--- src/rtl/dpsk_mod_pkg.sv ---
package dpsk_mod_pkg;

   typedef enum logic {
      RATE_ONE_BIT = 1'b0,
      RATE_DIBIT   = 1'b1
   } rate_e;

   // Carrier quadrant: 0,1,2,3 stand for 45,135,225,315 degrees.
   typedef logic [1:0] quad_t;

   // Quadrant advance for one symbol.
   function automatic quad_t quad_step(rate_e r, logic [1:0] bits);
      if (r == RATE_ONE_BIT)
         return {bits[0], 1'b0};
      else
         return {bits[1], bits[1] ^ bits[0]};
   endfunction

   // Rail sign bits for a quadrant, 1 = negative: [1] is I, [0] is Q.
   function automatic logic [1:0] quad_neg(quad_t q);
      return {q[1] ^ q[0], q[1]};
   endfunction

endpackage

--- src/rtl/barker_chip_seq.sv ---
module barker_chip_seq #(
   parameter int CHIPS = 11
) (
   input  logic                       clk,
   input  logic                       rst_n,
   input  logic                       take,
   output logic                       busy,
   output logic [$clog2(CHIPS)-1:0]   idx,
   output logic                       ready
);
   localparam int IDX_W = $clog2(CHIPS);
   localparam logic [IDX_W-1:0] LAST = IDX_W'(CHIPS - 1);

   if (CHIPS < 2) begin : g_bad_chips
      $error("barker_chip_seq: CHIPS must be at least 2");
   end

   assign ready = !busy || (idx == LAST);

   always_ff @(posedge clk or negedge rst_n) begin
      if (!rst_n) begin
         busy <= 1'b0;
         idx  <= '0;
      end else if (take) begin
         busy <= 1'b1;
         idx  <= '0;
      end else if (busy) begin
         if (idx == LAST) begin
            busy <= 1'b0;
            idx  <= '0;
         end else begin
            idx <= idx + 1'b1;
         end
      end
   end

   assert_start_at_zero_R2: assert property (@(posedge clk) disable iff (!rst_n)
      take |=> (busy && idx == '0));

   assert_chip_advance_R2: assert property (@(posedge clk) disable iff (!rst_n)
      (busy && idx != LAST) |=> (busy && idx == $past(idx) + 1'b1));

   assert_idle_after_last_R3: assert property (@(posedge clk) disable iff (!rst_n)
      (busy && idx == LAST && !take) |=> !busy);

   assert_no_take_busy_R4: assert property (@(posedge clk) disable iff (!rst_n)
      (busy && idx != LAST) |-> !take);

endmodule

--- src/rtl/dpsk_phase_acc.sv ---
module dpsk_phase_acc
   import dpsk_mod_pkg::*;
(
   input  logic       clk,
   input  logic       rst_n,
   input  logic       take,
   input  rate_e      rate,
   input  logic [1:0] bits,
   output quad_t      quad
);
   always_ff @(posedge clk or negedge rst_n) begin
      if (!rst_n)
         quad <= '0;
      else if (take)
         quad <= quad + quad_step(rate, bits);
   end

   assert_phase_hold_R4: assert property (@(posedge clk) disable iff (!rst_n)
      !take |=> $stable(quad));

   assert_one_bit_half_turn_R6: assert property (@(posedge clk) disable iff (!rst_n)
      (take && rate == RATE_ONE_BIT) |=> (quad[0] == $past(quad[0])));

   assert_dibit_zero_hold_R7: assert property (@(posedge clk) disable iff (!rst_n)
      (take && rate == RATE_DIBIT && bits == 2'b00) |=> $stable(quad));

endmodule

--- src/rtl/chip_rail_map.sv ---
module chip_rail_map #(
   parameter int RAILS = 2,
   parameter int OUT_W = 8,
   parameter int AMP   = 64
) (
   input  logic                        en,
   input  logic [RAILS-1:0]            neg,
   output logic [RAILS-1:0][OUT_W-1:0] val
);
   localparam logic [OUT_W-1:0] POS_V = OUT_W'(AMP);
   localparam logic [OUT_W-1:0] NEG_V = OUT_W'(-AMP);

   if (AMP < 1 || AMP >= (1 << (OUT_W - 1))) begin : g_bad_amp
      $error("chip_rail_map: AMP must fit as a positive signed OUT_W value");
   end

   for (genvar g = 0; g < RAILS; g++) begin : g_rail
      assign val[g] = !en ? '0 : (neg[g] ? NEG_V : POS_V);
   end

endmodule

--- src/rtl/dpsk_barker_mod.sv ---
module dpsk_barker_mod
   import dpsk_mod_pkg::*;
#(
   parameter int               CHIPS      = 11,
   parameter logic [CHIPS-1:0] BARKER_NEG = 11'b11100010010,
   parameter int               OUT_W      = 8,
   parameter int               AMP        = 64
) (
   input  logic                    clk,
   input  logic                    rst_n,
   input  logic                    sym_valid,
   input  logic                    sym_rate,
   input  logic [1:0]              sym_bits,
   output logic                    sym_ready,
   output logic                    chip_valid,
   output logic signed [OUT_W-1:0] chip_i,
   output logic signed [OUT_W-1:0] chip_q
);
   localparam int IDX_W = $clog2(CHIPS);
   localparam int RAILS = 2;

   logic                        take;
   logic [IDX_W-1:0]            chip_idx;
   quad_t                       quad;
   logic                        pn_neg;
   logic [RAILS-1:0]            rail_neg;
   logic [RAILS-1:0][OUT_W-1:0] rail_val;

   assign take = sym_valid && sym_ready;

   barker_chip_seq #(.CHIPS(CHIPS)) u_seq (
      .clk   (clk),
      .rst_n (rst_n),
      .take  (take),
      .busy  (chip_valid),
      .idx   (chip_idx),
      .ready (sym_ready)
   );

   dpsk_phase_acc u_phase (
      .clk   (clk),
      .rst_n (rst_n),
      .take  (take),
      .rate  (rate_e'(sym_rate)),
      .bits  (sym_bits),
      .quad  (quad)
   );

   // Both rails share one spreading word; rail 1 is I, rail 0 is Q.
   assign pn_neg   = BARKER_NEG[chip_idx];
   assign rail_neg = quad_neg(quad) ^ {RAILS{pn_neg}};

   chip_rail_map #(.RAILS(RAILS), .OUT_W(OUT_W), .AMP(AMP)) u_map (
      .en  (chip_valid),
      .neg (rail_neg),
      .val (rail_val)
   );

   assign chip_i = rail_val[1];
   assign chip_q = rail_val[0];

   assert_rail_level_R10: assert property (@(posedge clk) disable iff (!rst_n)
      chip_valid |-> ((chip_i == OUT_W'(AMP) || chip_i == OUT_W'(-AMP)) &&
                      (chip_q == OUT_W'(AMP) || chip_q == OUT_W'(-AMP))));

   assert_rail_quiet_R10: assert property (@(posedge clk) disable iff (!rst_n)
      !chip_valid |-> (chip_i == '0 && chip_q == '0));

   assert_symbol_held_R2: assert property (@(posedge clk) disable iff (!rst_n)
      (chip_valid && chip_idx != '0) |-> $stable(quad));

   assert_shared_word_R5: assert property (@(posedge clk) disable iff (!rst_n)
      (chip_valid && $past(chip_valid) && chip_idx != '0) |->
         ((chip_i == chip_q) == ($past(chip_i) == $past(chip_q))));

endmodule

--- config.mk ---
export PLATFORM = sky130hd
export DESIGN_NAME = dpsk_barker_mod
export DESIGN_NICKNAME = d
export VERILOG_FILES = /design/src/rtl/dpsk_mod_pkg.sv /design/src/rtl/barker_chip_seq.sv /design/src/rtl/dpsk_phase_acc.sv /design/src/rtl/chip_rail_map.sv /design/src/rtl/dpsk_barker_mod.sv
export SDC_FILE = /design/constraint.sdc
export NUM_CORES = 1
export LEC_CHECK = 0
export ABC_CLOCK_PERIOD_IN_PS = 1350
export BUFFER_PORTS_ARGS = -buffer_cell sky130_fd_sc_hd__buf_2
export CAP_MARGIN = 20
export CORE_MARGIN = 2
export CORE_UTILIZATION = 40
export DETAILED_ROUTE_END_ITERATION = 16
export PLACE_DENSITY = 0.68
export SLEW_MARGIN = 20
export SYNTH_ARGS = -nofsm -noshare
export SYNTH_HDL_FRONTEND = slang
export SYNTH_SLANG_ARGS = --single-unit
--- constraint.sdc ---
create_clock -name clk -period 1.35 [get_ports clk]
set_input_delay 0.27 -clock clk [delete_from_list [all_inputs] [get_ports clk]]
set_output_delay 0.27 -clock clk [all_outputs]
set_load 0.01 [all_outputs]
### Word-level counts from Yosys, hierarchy flattened

Memory sizes are Yosys's and may differ from the RTL's.
Index checks and enable logic that the tools add are counted.

| storage, ports and cells | value |
|---|---|
| flip-flop bits (word level) | 7 |
| latch bits | 0 |
| bits in writable memories | 0 |
| memory bits (read-only) | 16 |
| input bits | 6 |
| logic and storage cells | 28 |
| memories kept | 1 |

Memory list:

| name | depth | bits a word | rd ports | clocked after Yosys merged registers in | write ports | line | source |
|---|---|---|---|---|---|---|---|
| (name not given) | 16 | 1 | 1 | 0 | 0 | dpsk_barker_mod.sv:50 | `assign pn_neg = BARKER_NEG[chip_idx];` |

| operators by class | value |
|---|---|
| $add $sub $neg | 2 |
| $mul | 0 |
| divide/modulo/power cells | 0 |
| $lt $le $gt $ge | 1 |
| equality and inequality tests | 1 |
| shift operators | 0 |
| muxes and demuxes | 13 |
| bitwise operators | 3 |
| reductions and logical operators | 4 |

Operators by type and width:

| operator | count |
|---|---|
| $mux 8 | 4 |
| $mux 4 | 3 |
| $lt 4x5->1 const B | 1 |
| $add 4x1->4 const B | 1 |
| $eq 4x4->1 const B | 1 |
| $mux 1 | 4 |
| $mux 2 | 2 |
| $add 2x2->2 | 1 |
| $reduce_bool 2->1 | 1 |
| $xor 1x1->1 | 2 |
| $xor 2x2->2 | 1 |
| $logic_and 1x1->1 | 1 |
| $logic_not 1->1 | 1 |
| $logic_or 1x1->1 | 1 |

### Depth between registers and ports, before layout

| logic depth | value |
|---|---|
| depth after elaboration | 5 |
| gate-level depth with buffers | 6 |

### By module

A second synthesis with hierarchy kept.

| second synthesis, totals | value |
|---|---|
| cells, all modules | 61 |
| area, all modules | 573.0 µm² |

By module, submodules not included:

| module | times used | cells each | area an instance (µm²) | seq. area each (µm²) |
|---|---|---|---|---|
| barker_chip_seq | 1 | 27 | 270.3 | 125.1 |
| dpsk_phase_acc | 1 | 11 | 128.9 | 50.0 |
| chip_rail_map | 1 | 17 | 121.4 | 0.0 |
| dpsk_barker_mod | 1 | 6 | 52.6 | 0.0 |

### Worst setup path before layout

Ideal clock, no wire load.

| timing path | value |
|---|---|
| path kind | flip-flop to output port |
| from | reg u_seq.idx[0] |
| to | out chip_q[7] |
| data arrival time | 1.145 ns |
| data required time | 1.080 ns |
| path slack | -0.065 ns |
| cell stages (with the launch flop) | 5 |
| cells stage by stage | dfrtp_1 -> buf_6 -> xor2_1 -> a21oi_1 -> mux2_2 |

| on the way | value |
|---|---|
| cells in the longest elaborated chain, start to end | 5 |

RTL lines:

| item | line | source |
|---|---|---|
| from (decl) | barker_chip_seq.sv:8 | `output logic [$clog2(CHIPS)-1:0] idx,` |
| from (signal assigned) | barker_chip_seq.sv:32 | `idx <= idx + 1'b1;` |
| $mem_v2 16x1 | n/a |  |
| $mux 1 (not written as such) | dpsk_barker_mod.sv:50 |  |
| $xor 2x2->2 | dpsk_barker_mod.sv:51 | `assign rail_neg = quad_neg(quad) ^ {RAILS{pn_neg}};` |
| $mux 8 (2 in series) | chip_rail_map.sv:18 | `assign val[g] = !en ? '0 : (neg[g] ? NEG_V : POS_V);` |
| to (decl) | dpsk_barker_mod.sv:17 | `output logic signed [OUT_W-1:0] chip_q` |

No other way between the ends. The select of a mux whose other input is x is not followed.

### Final worst setup path

Ends and elaborated chain as after synthesis.

==> results.py <==
metrics = {
    "routing": {
        "ant_nets": 0,
        "drc": 0,
        "wirelength_mm": 1.34,
        "viasPerCell": 5.08,
        "vias": 630,
        "first_pass_iters": 6,
        "drt_iter0_drc": 10,
        "avgRoutedWirePerCell_um": 10.8,
    },
    "layout": {
        "drive_gt1_share_pct": 39.3,
        "area_growth_pct": 30.0,
        "postLayoutCoreUtil_pct": 54.5,
        "antenna_cells": 0,
        "fillCellCount": 161,
        "finalNetCount": 115,
        "stdcell_count": 124,
    },
    "worst_setup_path": {
        "slowest_delay_ps": 380,
        "path_class": "reg -> out",
        "crit_family": "flip-flops",
        "crit_path_end_kind": "primary output",
        "start_kind": "flip-flop",
        "crit_slowest_cell": "dfrtp_1",
        "reg2reg_slack_ps": -200,
        "arrival_ps": 1380,
        "worstPathRequired_ps": 1080,
        "cp_cell_sequence": "xor2_1 -> a21oi_2 -> mux2_4 -> buf_6",
        "cp_num_buf_inv": 1,
        "cp_max_fo": 2,
    },
    "global_routing": {
        "antenna_found_initial": 0,
        "overflow": 0,
        "grt.total_usage_pct": 14.1,
        "grt_pass1_vias": 522,
        "grt_pass1_wl_mm": 2.15,
        "grt_max_degree": 11,
    },
    "floorplan": {
        "rows": 15,
        "ios": 24,
        "die_w_um": 46.1,
        "die_h_um": 46.1,
        "start_util_pct": 41.9,
        "core_um2": 1690,
        "dieArea_um2": 2120,
    },
    "clock_network": {
        "root_buffer": "clkbuf_4",
        "clock-sinks": 7,
        "clkTransAtPathRegs_ps": 50,
        "cts_buffer_depth": 2,
        "cts-htree-levels": 1,
        "clk_latency_ps": 240,
        "tritoncts": "yes",
        "numCtsBuffers": 3,
    },
    "yosys": {
        "synth_seq_cells": 7,
        "synthArstFlopShare_pct": 100,
        "syn_area_per_cell_um2": 8.74,
        "synth_cell_type_count": 33,
        "synth_seq_area_share_pct": 24.7,
        "netlist.area_leader.share_pct": 24.7,
        "yosysWarningCount": 0,
        "synth-edff-count": 0,
        "postSynthCellCount": 81,
        "synthTopCellsByArea": "dfrtp_1 25%, buf_4 15%, nor4bb_1 5.7%",
        "synth-main-ff-cell": "dfrtp_1",
        "syn_area_um2": 708,
        "synth_area_leader_cell": "dfrtp_1",
    },
    "placed_design": {
        "hpwl_um": 937,
        "gp_congestion": 0.864,
        "portBuffers": 11,
        "dp_slack_ps": -108,
        "placed_cells": 112,
    },
    "power_and_ir_drop": {
        "p_comb_share_pct": 67.5,
        "p_int_uw": 1180,
        "clkPwrFrac_pct": 9.7,
        "max-vdd-ir-drop_mv": 0.939,
        "p_switching_uw": 699,
        "swShare_pct": 37.1,
        "powerDensity_nw_per_um2": 2050,
        "p_seq_share_pct": 22.8,
        "p_leak_uw": 0.000455,
    },
    "timing": {
        "period_share_pct": 122,
        "period_minus_slack_ps": 1650,
        "maxSlewViolCount": 0,
        "fin_tns_setup_ps": -1220,
        "worst_slack_ps": -301,
        "max_freq_ghz": 0.606,
        "clock_skew_ps": 2.03,
        "hold_violations": 0,
        "rsz0062_at_grt": "true",
        "holdWs_ps": 298,
        "setup_violations": 6,
    },
    "run_status": {
        "failed_checks": "setup timing",
        "status": "finished with violations",
    },
    "flow_run": {
        "maxCapViolations": 0,
    },
    "min_path": {
        "min_path_type": "in -> reg",
    },
}
==> cell type report <==
class / instances / area (um^2) / share of cell area [%]
flip-flops and latches: 7 / 180 / 19.6
well taps: 17 / 21.3 / 2.31
repair buffers: 30 / 238 / 25.8
clock buffers: 4 / 26.3 / 2.85
inverters: 3 / 11.3 / 1.22
multi-input cells: 63 / 444 / 48.2
==> worst register-to-register path, delay by kind of cell (launching register included) <==
kind,cells,cell delay [ps]
flops,1,360
compound gates,1,250
buf+inv,5,580
simple gates,2,240
==> sequential cells by signal, indices dropped and copies added (netlist names) <==
signal / count
u_phase.quad: 2
u_seq.busy: 1
u_seq.idx: 4
==> logic make-up after synthesis <==
kind of cell,synth area share [%]
compound gates,13.4
simple gates,27.6
xor+xnor,3.71
mux,7.42
flops,24.7
buf+inv,20.8
fa+ha+maj,1.77
other cells,0.530
==> power groups by stage <==
stage                     sequential, uW  clock [uW]  combinational, uW
after floorplan                      389           0                755
after global placement               428           0               1010
final                                430         182               1270
after CTS                            424         186               1220
after global routing                 450         194               1390
after detailed placement             434           0               1030
==> layout by cell type, fill, tap and decap left out, types with 2 or more instances in the layout <==
| cell | netlist | routed |
|---|---|---|
| dfrtp_1 | 7 | 3 |
| xor2_1 | 2 | 2 |
| clkbuf_4 | 0 | 3 |
| nand3b_1 | 2 | 2 |
| nor2_1 | 2 | 2 |
| nand2_1 | 7 | 6 |
| mux2i_1 | 3 | 3 |
| mux2_4 | 0 | 2 |
| a21oi_1 | 5 | 3 |
| inv_1 | 3 | 3 |
| conb_1 | 1 | 12 |
| a31oi_1 | 2 | 2 |
| nor4bb_1 | 4 | 4 |
| and4b_1 | 2 | 2 |
| and2_1 | 2 | 2 |
| dfrtp_2 | 0 | 4 |
| buf_6 | 1 | 8 |
| buf_2 | 3 | 8 |
| buf_4 | 14 | 13 |
| nand2b_1 | 2 | 2 |
| a21oi_2 | 0 | 2 |
| o21ai_0 | 3 | 3 |
==> per-layer routing <==
layer	GRT usage, %	part of all wire, %
met1	17.9	47
met2	23.1	47
met3	1.18	4.1
met4	8.57	1.4
met5	0	0
==> cell usage after synthesis, types with 2 or more instances <==
cell type  number
nand2b_1        2
a21oi_1         5
a31oi_1         2
nor4bb_1        4
buf_4          14
xor2_1          2
mux2i_1         3
nor2_1          2
nand3b_1        2
and2_1          2
mux2_2          2
nand2_1         7
inv_1           3
buf_2           3
and4b_1         2
o21ai_0         3
dfrtp_1         7
==> through the flow <==
step	instance area, um^2	power [uW]
3_5_place_dp	777	1460
2_1_floorplan	754	1140
4_1_cts	892	1830
5_1_grt	921	2040
6_report	921	1880
3_3_place_gp	777	1440
==> final timing paths <==
| kind | endpoint | startpoint | depth (start not counted) |
|---|---|---|---|
| setup / recovery | chip_q[7] | u_seq.idx[0]$_DFFE_PN0P_ | 4 |
| hold / removal | u_seq.busy$_DFF_PN0_ | sym_valid | 3 |
| setup reg to reg | u_phase.quad[1]$_DFFE_PN0P_ | u_seq.idx[2]$_DFFE_PN0P_ | 8 |
| hold reg to reg | u_phase.quad[0]$_DFFE_PN0P_ | u_phase.quad[0]$_DFFE_PN0P_ | 1 |
| max in group asynchronous | u_seq.idx[3]$_DFFE_PN0P_ | rst_n | 2 |
| min in group asynchronous | u_seq.idx[1]$_DFFE_PN0P_ | rst_n | 2 |
==> what timing repair did <==
action / CTS / global route
endpoints found under the hold margin: 7 / 0
pin swaps: 9 / 3
setup endpoints to repair: 5 / 10
resized for setup: 12 / 5
gates cloned: 0 / 0
setup buffers: 6 / 1
hold buffers: 1 / 0
(Power assumes the default switching activity.)
